===== config.mk =====
export PLATFORM = sky130hd
export DESIGN_NAME = ldst_align_unit
export DESIGN_NICKNAME = d
export VERILOG_FILES = /design/src/rtl/ldst_pkg.sv /design/src/rtl/ldst_agu.sv /design/src/rtl/ldst_steer.sv /design/src/rtl/ldst_fmt.sv /design/src/rtl/ldst_align_unit.sv
export SDC_FILE = /design/constraint.sdc
export NUM_CORES = 1
export LEC_CHECK = 0
export BUFFER_PORTS_ARGS = -buffer_cell sky130_fd_sc_hd__buf_2
export CAP_MARGIN = 20
export CORE_ASPECT_RATIO = 0.8
export CORE_MARGIN = 1.5
export CORE_UTILIZATION = 39
export CTS_CLUSTER_SIZE = 25
export DETAILED_ROUTE_END_ITERATION = 6
export PLACE_DENSITY = 0.8
export SYNTH_ARGS = -nofsm -noshare
export SYNTH_HDL_FRONTEND = slang
export SYNTH_HIERARCHICAL = 1
export SYNTH_SLANG_ARGS = --single-unit

===== constraint.sdc =====
create_clock -name clk -period 2.2 [get_ports clk]
set_input_delay 0 -clock clk [delete_from_list [all_inputs] [get_ports clk]]
set_output_delay 0 -clock clk [all_outputs]
set_load 0.03 [all_outputs]

===== src/rtl/ldst_pkg.sv =====
package ldst_pkg;
  typedef enum logic [1:0] {
    OP_LDW = 2'b00,
    OP_STW = 2'b01,
    OP_LDB = 2'b10,
    OP_STB = 2'b11
  } ldst_op_e;

  typedef enum logic {
    ST_IDLE = 1'b0,
    ST_WAIT = 1'b1
  } ldst_state_e;
endpackage


===== src/rtl/ldst_agu.sv =====
module ldst_agu #(
  parameter int AW  = 32,
  parameter int IW  = 16,
  parameter int LSB = 2
) (
  input  logic [AW-1:0] base,
  input  logic [IW-1:0] imm,
  input  logic          is_byte,
  output logic [AW-1:0] ea,
  output logic          misaligned
);
  logic [AW-1:0] imm_sx;

  always_comb begin
    imm_sx     = {{(AW-IW){imm[IW-1]}}, imm};
    ea         = base + imm_sx;
    misaligned = !is_byte && (ea[LSB-1:0] != '0);
  end
endmodule


===== src/rtl/ldst_steer.sv =====
module ldst_steer #(
  parameter int DW  = 32,
  parameter int LSB = 2
) (
  input  logic [LSB-1:0]  lane,
  input  logic            is_byte,
  input  logic [DW-1:0]   src,
  output logic [DW/8-1:0] be,
  output logic [DW-1:0]   wdata
);
  localparam int LANES = DW / 8;

  for (genvar g = 0; g < LANES; g++) begin : g_lane
    assign be[g]          = is_byte ? (lane == LSB'(g)) : 1'b1;
    assign wdata[g*8 +: 8] = is_byte ? src[7:0] : src[g*8 +: 8];
  end
endmodule


===== src/rtl/ldst_fmt.sv =====
module ldst_fmt #(
  parameter int DW  = 32,
  parameter int LSB = 2
) (
  input  logic [DW-1:0]  rdata,
  input  logic [LSB-1:0] lane,
  input  logic           is_byte,
  output logic [DW-1:0]  result
);
  logic [7:0] picked;

  always_comb begin
    picked = rdata[{lane, 3'b000} +: 8];
    result = is_byte ? {{(DW-8){1'b0}}, picked} : rdata;
  end
endmodule


===== src/rtl/ldst_align_unit.sv =====
module ldst_align_unit
  import ldst_pkg::*;
#(
  parameter int AW = 32,
  parameter int DW = 32,
  parameter int IW = 16
) (
  input  logic                  clk,
  input  logic                  rst,
  input  logic                  req_valid,
  output logic                  req_ready,
  input  logic [1:0]            req_op,
  input  logic [AW-1:0]         req_base,
  input  logic [IW-1:0]         req_imm,
  input  logic [DW-1:0]         req_wdata,
  output logic                  mem_en,
  output logic                  mem_we,
  output logic [AW-$clog2(DW/8)-1:0] mem_addr,
  output logic [DW/8-1:0]       mem_be,
  output logic [DW-1:0]         mem_wdata,
  input  logic [DW-1:0]         mem_rdata,
  output logic                  rsp_done,
  output logic [DW-1:0]         rsp_data,
  output logic                  rsp_fault,
  output logic [AW-1:0]         rsp_fault_addr
);
  localparam int LANES = DW / 8;
  localparam int LSB   = $clog2(LANES);

  ldst_state_e    state;
  logic           accept, is_byte, is_store, misaligned;
  logic [AW-1:0]  ea;
  logic [LSB-1:0] lane_q;
  logic           byte_q;
  logic [DW-1:0]  fmt_data;

  assign is_byte  = req_op[1];
  assign is_store = req_op[0];
  assign req_ready = (state == ST_IDLE);
  assign accept    = req_valid && req_ready;

  ldst_agu #(.AW(AW), .IW(IW), .LSB(LSB)) agu_i (
    .base(req_base), .imm(req_imm), .is_byte(is_byte),
    .ea(ea), .misaligned(misaligned)
  );

  ldst_steer #(.DW(DW), .LSB(LSB)) steer_i (
    .lane(ea[LSB-1:0]), .is_byte(is_byte), .src(req_wdata),
    .be(mem_be), .wdata(mem_wdata)
  );

  ldst_fmt #(.DW(DW), .LSB(LSB)) fmt_i (
    .rdata(mem_rdata), .lane(lane_q), .is_byte(byte_q), .result(fmt_data)
  );

  always_ff @(posedge clk) begin
    if (rst) begin
      state  <= ST_IDLE;
      lane_q <= '0;
      byte_q <= 1'b0;
    end else begin
      case (state)
        ST_IDLE: if (accept && !misaligned && !is_store) begin
          state  <= ST_WAIT;
          lane_q <= ea[LSB-1:0];
          byte_q <= is_byte;
        end
        default: state <= ST_IDLE;
      endcase
    end
  end

  always_comb begin
    mem_en         = accept && !misaligned;
    mem_we         = mem_en && is_store;
    mem_addr       = ea[AW-1:LSB];
    rsp_fault      = accept && misaligned;
    rsp_fault_addr = rsp_fault ? ea : '0;
    rsp_done       = (accept && (misaligned || is_store)) || (state == ST_WAIT);
    rsp_data       = (state == ST_WAIT) ? fmt_data : '0;
  end

  // a refused request never reaches memory
  a_r3_fault_no_mem: assert property (@(posedge clk) disable iff (rst)
    rsp_fault |-> !mem_en && !mem_we);

  // a reported fault address is never word aligned
  a_r2_fault_addr_odd: assert property (@(posedge clk) disable iff (rst)
    rsp_fault |-> (rsp_fault_addr[LSB-1:0] != '0) && rsp_done);

  // a read completes on the next cycle with the request side busy
  a_r6_read_done_next: assert property (@(posedge clk) disable iff (rst)
    (mem_en && !mem_we) |=> rsp_done && !req_ready && !rsp_fault);

  // a byte write enables exactly one lane
  a_r5_byte_one_lane: assert property (@(posedge clk) disable iff (rst)
    (mem_we && req_op == OP_STB) |-> $countones(mem_be) == 1);

  // byte requests are never refused
  a_r9_byte_no_fault: assert property (@(posedge clk) disable iff (rst)
    (accept && is_byte) |-> !rsp_fault);

  // a byte result carries zeros above the low byte
  a_r4_zero_fill: assert property (@(posedge clk) disable iff (rst)
    ($past(mem_en && !mem_we && is_byte)) |-> rsp_data[DW-1:8] == '0);
endmodule


==> results of run 1 <==
==> layout by cell type, fill, tap and decap left out, types with 3 or more instances in the layout <==
cell | synthesis | layout
buf_2 | 7 | 233
buf_4 | 8 | 75
inv_1 | 44 | 44
nand2_1 | 35 | 33
nor2b_1 | 33 | 33
and2_1 | 32 | 32
and2_4 | 29 | 29
a21oi_1 | 30 | 23
o21ai_2 | 15 | 20
nor2_1 | 20 | 19
a21o_1 | 19 | 19
ha_1 | 31 | 19
xnor2_1 | 16 | 15
o21ai_1 | 10 | 14
mux2i_1 | 13 | 13
o21ai_0 | 20 | 11
ha_4 | 0 | 11
nand4_1 | 9 | 9
a21oi_2 | 2 | 8
nand2b_1 | 7 | 7
xor2_1 | 10 | 7
a221oi_2 | 7 | 7
nor4bb_1 | 7 | 7
and2_2 | 6 | 6
o21bai_1 | 6 | 6
buf_6 | 8 | 6
nand3_1 | 5 | 5
nor3_1 | 4 | 4
dfxtp_1 | 4 | 4
xor2_2 | 0 | 3
clkbuf_16 | 0 | 3
clkbuf_4 | 0 | 3
==> timing repair <==
item | 4_1_cts | 5_1_grt
resized for setup | 25 | 54
setup endpoints to repair | 16 | 29
pin swaps | 11 | 13
buffers inserted | 5 | 1
==> worst reg2reg max path, stage by stage, from the launching register on <==
cell,delay (ns)
dfxtp_1,0.58
buf_4,0.32
nand2b_1,0.08
mux2i_1,0.12
==> through the flow <==
step                setup TNS [ns]  std cells
floorplan                  -0.2568        498
global placement           -0.6942        885
detailed placement          -1.296        885
CTS                        -0.1673        893
global route               -0.8985        894
finish                     -0.2728        894
==> per-layer routing <==
layer  GRT usage [%]  wire length, um
met1           28.55             5380
met4           4.959              282
met2           45.68             6631
met5               0                0
met3           3.535              966
==> report_power, final <==
part           switching [mW]  leakage, nW  internal, mW
logic                    1.20         2.98         0.810
clock network          0.0461       0.0370         0.232
registers              0.0113       0.0326        0.0768
==> kinds of logic after synthesis <==
kind of cell,count (synthesis),share of synthesized area (%)
and+or+nand+nor,205,36.80
AOI/OAI and AO/OA,137,27.85
buffers and inverters,81,11.45
adders and majority gates,32,11.52
xor gates and xnor gates,26,6.433
muxes,13,3.676
DFF,4,2.262
==> final cells by class <==
class	count	area [um2]	area share, %
multi-input cells	413	3352	59.31
inverters	44	165.2	2.922
clock buffers	3	75.07	1.328
flip-flops and latches	4	80.08	1.417
repair buffers	318	1839	32.54
well taps	112	140.1	2.480
==> flip-flops by register name (all words and copies together) (netlist names) <==
signal	count
lane_q	2
state	1
byte_q	1
==> worst paths after layout <==
path	from	end	slack [ns]	cells after the start
worst max-delay path	req_base[0]	rsp_fault_addr[28]	-0.09	12
worst min-delay path	rst	state	0.01	2
worst max register to register	byte_q	byte_q	1.02	3
worst min register to register	lane_q[0]	lane_q[0]	0.63	2
==> metrics.md, run 1 <==
| Metric | Value |
|---|---|
| Status | finished with violations |
| Failing checks | negative setup slack |
| Site Rows | 30 |
| Post-layout util | 65.46% |
| Final min period | 2.292 ns |
| Fill cells | 735 |
| Die Span Y | 88.21 um |
| Port buffer count | 251 |
| Async S/R FF share, synth | 0% |
| Layout cells sized above 1 | 55.24% |
| Post-synth EDFFs | 0 |
| Synth area leaders | ha_1, and2_4, nor2b_1, and2_1, inv_1 |
| Synth area leader | ha_1 |
| Min Hold Slack | 0.009904 ns |
| First-pass GRT wire length | 18970 um |
| Yosys cell types | 63 |
| MaxCap Viol Count | 0 |
| Worst hold path type | in2reg |
| First-pass DRT Iterations | 5 |
| Global-route usage over all layers | 24.02% |
| Power per cell area | 420.3 nW/um2 |
| Worst Skew | 0.0004057 ns |
| # setup viols final | 5 |
| Most common cell in the synthesized netlist | inv_1 |
| Leakage | 3.045 nW |
| Family with the most delay on the worst path | compound AO/OA/AOI/OAI gates |
| Die area | 9660 um2 |
| CTS tree | yes |
| Peak supply drop | 0.3122 mV |
| Slew @ Worst Pin | 0.5269 ns |
| Vias in the first global route | 4232 |
| DR DRC count | 0 |
| Antenna Violating Nets Remaining | 0 |
| Final Cell Area | 5652 um2 |
| Final period utilization | 104.2% |
| Placed instance area | 5216 um2 |
| Worst EP required | 2.20 ns |
| Total CTS buffers | 3 |
| Slowest stage delay, CP | 0.37 ns |
| Hold buffers post-CTS | 0 |
| Place WS | -0.1844 ns |
| FMAX | 436.3 MHz |
| Routed WL | 13260 um |
| Flops & latches, synth | 4 |
| Detail Placement HPWL | 10630 um |
| Crit start category | input pin |
| Via-to-Cell Ratio | 5.214 |
| Worst Path Buf+Inv | 2 |
| Critical Path AT | 2.29 ns |
| Count of pins over their slew limit | 0 |
| Total global routing overflow | 0 |
| Top-level I/O count | 252 |
| Area delta synth->final | 59.67% |
| Largest net degree at the start of global routing | 38 |
| Avg WL per Cell | 14.83 um |
| Clock slew at reported path FFs | 0.03 ns |
| Most Frequent Cell on Critical Path | buf_6 |
| Initial antenna violation count | 0 |
| Core ar. | 8633 um2 |
| Syn Area/Cell | 7.108 um2 |
| Num Clock Sinks | 4 |
| Crit-path cells | buf_6, ha_4, fa_2, a21oi_4, o221a_2, o21ai_1, a21o_1, a311oi_2, nor2_1, a311o_1, and2_4, buf_6 |
| Crit-path max FO | 3 |
| Synth warn | 6 |
| Seq/Total Area, Yosys | 2.262% |
| Die extent in x | 109.5 um |
| Fin. Hold Viols | 0 |
| DRT iter0 DRCs | 216 |
| Slowest CP cell | fa_2 |
| Critical path class | in2out |
| Tot Pwr | 2.375 mW |
| RSZ-0062 raised after global routing | yes |
| Main flop type after synthesis | dfxtp_1 |
| Nets | 933 |
| Post-synth top area share | 10.96% |
| Vias | 4661 |
| Final WS setup | -0.09209 ns |
| CTS root buffer | clkbuf_16 |
| Synth top cells by count | inv_1, nand2_1, nor2b_1 |
| Syn Nets | 647 |
| Relative slew slack | 64.87% |
| Syn Inst Count | 498 |
| # diodes | 0 |
| Initial Util | 41.00% |
| Clk_lat worst skew | 0.22 ns |
| CTS max path bufs | 2 |
| Mapped Area | 3540 um2 |
| CP Capture Type | primary output |
| CTS H-tree lvls | 1 |
| GPL Wtd Cong | 0.8903 |
(Power assumes the default switching activity.)
==> run 2, diff against run 1 <==
- CORE_UTILIZATION: 39 -> 38
- PLACE_DENSITY: 0.8 -> 0.78
==> metrics.md, run 2 (same netlist as run 1, synthesis figures left out) <==
| Metric | Value |
|---|---|
| Die area | 9907 um2 |
| Sw Share | 52.73% |
| Relative slew slack | 62.26% |
| Crit start category | input pin |
| Max reg flops | 2 |
| Met3 usage | 3.458% |
| Worst Skew | 0.003062 ns |
| Num Clock Sinks | 4 |
| CTS H-tree lvls | 1 |
| Peak supply drop | 0.4268 mV |
| Via-to-Cell Ratio | 5.057 |
| Status | finished with violations |
| Area of the multi-input gates | 3351 um2 |
| Switch Pwr | 1.236 mW |
| Post-Route Setup TNS | -0.3622 ns |
| Tot Pwr | 2.344 mW |
| Final min period | 2.314 ns |
| CP Capture Type | primary output |
| Worst hold path type | in2reg |
| Crit-path max FO | 4 |
| First-pass DRT Iterations | 5 |
| Clk_lat worst skew | 0.23 ns |
| Area delta synth->final | 58.75% |
| Leakage | 3.032 nW |
| Slowest stage delay, CP | 0.36 ns |
| Clock slew at reported path FFs | 0.03 ns |
| RSZ-0062 raised after global routing | yes |
| Leading cell type in the layout, fill and taps excluded | buf_2 |
| Nets | 928 |
| Fill cells | 807 |
| Initial Util | 39.17% |
| Final WS setup | -0.1144 ns |
| FMAX | 432.1 MHz |
| CTS max path bufs | 2 |
| Critical Path AT | 2.31 ns |
| Sequential share of power | 3.7% |
| Global-route usage over all layers | 21.70% |
| Die extent in x | 110.9 um |
| Critical path class | in2out |
| Initial antenna violation count | 0 |
| Place WS | -0.2510 ns |
| Biggest regs | lane_q (2), byte_q (1), state (1) |
| Power per cell area | 417.1 nW/um2 |
| DR DRC count | 0 |
| Most used routing layer in global routing | met2 |
| Internal power | 1.108 mW |
| Combinational power share | 84.2% |
| Count of pins over their slew limit | 0 |
| Detail Placement HPWL | 9632 um |
| MaxCap Viol Count | 0 |
| Top-level I/O count | 252 |
| Total global routing overflow | 0 |
| Worst Path Buf+Inv | 3 |
| Clock power frac | 12.1% |
| # diodes | 0 |
| Total CTS buffers | 3 |
| # setup viols final | 6 |
| M2 GR Usage | 39.51% |
| Worst EP required | 2.20 ns |
| Antenna Violating Nets Remaining | 0 |
| Most Frequent Cell on Critical Path | buf_6 |
| Avg WL per Cell | 13.62 um |
| Final period utilization | 105.2% |
| Routed WL | 12150 um |
| Layout cells sized above 1 | 54.70% |
| CTS tree | yes |
| Biggest register | lane_q |
| Vias | 4511 |
| Slew @ Worst Pin | 0.5661 ns |
| Min Hold Slack | 0.1220 ns |
| Port buffer count | 251 |
| Slowest CP cell | fa_2 |
| Register Area | 80.08 um2 |
| GR Util met1 | 27.36% |
| Fin. Hold Viols | 0 |
| Site Rows | 31 |
| Vias in the first global route | 3977 |
| Largest net degree at the start of global routing | 38 |
| Die Span Y | 89.33 um |
| Crit-path cells | buf_6, ha_4, fa_2, a21oi_4, o22ai_2, a211oi_2, buf_4, nor4_4, o31a_1, nor2b_1, o211ai_1, and2_4, buf_6 |
| Most frequent cells in the layout | buf_2, buf_4, inv_1, nand2_1, nor2b_1 |
| First-pass GRT wire length | 18160 um |
| Failing checks | negative setup slack |
| CTS root buffer | clkbuf_16 |
| DRT iter0 DRCs | 206 |
| Core ar. | 9037 um2 |
| GPL Wtd Cong | 0.9147 |
| Family with the most delay on the worst path | compound AO/OA/AOI/OAI gates |
## run 2: cell types whose count changed in the layout (fill, tap and decap cells not counted), sizes merged
cell	before	now
buf	315	309
dlygate4sd3	0	1
## run 2: path summary, 6_finish.rpt
path | cells after the start | to | slack (ns) | startpoint
max reg2reg | 2 | byte_q | 1.09 | state
min reg2reg | 2 | lane_q[1] | 0.66 | lane_q[1]
min | 3 | lane_q[0] | 0.12 | req_op[0]
max | 13 | rsp_fault_addr[30] | -0.11 | req_imm[0]
## run 2: per-stage QoR
step / std cells / cell area [um2] / utilization, %
after global placement: 878 / 5145 / 56.93
after global routing: 892 / 5619 / 62.18
after detailed placement: 878 / 5145 / 56.93
final: 892 / 5619 / 62.18
after floorplan: 498 / 3590 / -
after CTS: 888 / 5374 / 59.46
## run 2: per-layer routing
layer	part of all wire [%]	vias to the layer above
li1	-	2299
met1	43	2018
met2	48	178
met3	6.5	16
met4	1.7	0
met5	0	-
## run 2: layout make-up
type	instances	share of cell area [%]
sequential	4	1.425
clock buffer	3	1.336
inverter	44	2.939
timing repair buffer	313	32.11
tap	115	2.561
multi-input combinational	413	59.63
## run 2: power groups by stage
| stage | clock (mW) | combinational, mW | sequential (mW) |
|---|---|---|---|
| floorplan | 0 | 1.26 | 0.0824 |
| global route | 0.294 | 2.12 | 0.0881 |
| global placement | 0 | 1.80 | 0.0876 |
| detailed placement | 0 | 1.82 | 0.0877 |
| CTS | 0.289 | 1.88 | 0.0868 |
| finish | 0.284 | 1.97 | 0.0868 |
## run 2: what timing repair did
item | in CTS | in global routing
endpoints found under the hold margin | 1 | 0
pin swaps | 10 | 11
setup buffers | 6 | 4
hold buffers | 1 | 0
setup endpoints to repair | 17 | 25
gates resized for setup | 25 | 49
## run 2: worst reg2reg max path, stage by stage, from the launching register on
cell,delay [ns]
dfxtp_1,0.37
nor4b_4,0.44
mux2i_1,0.23
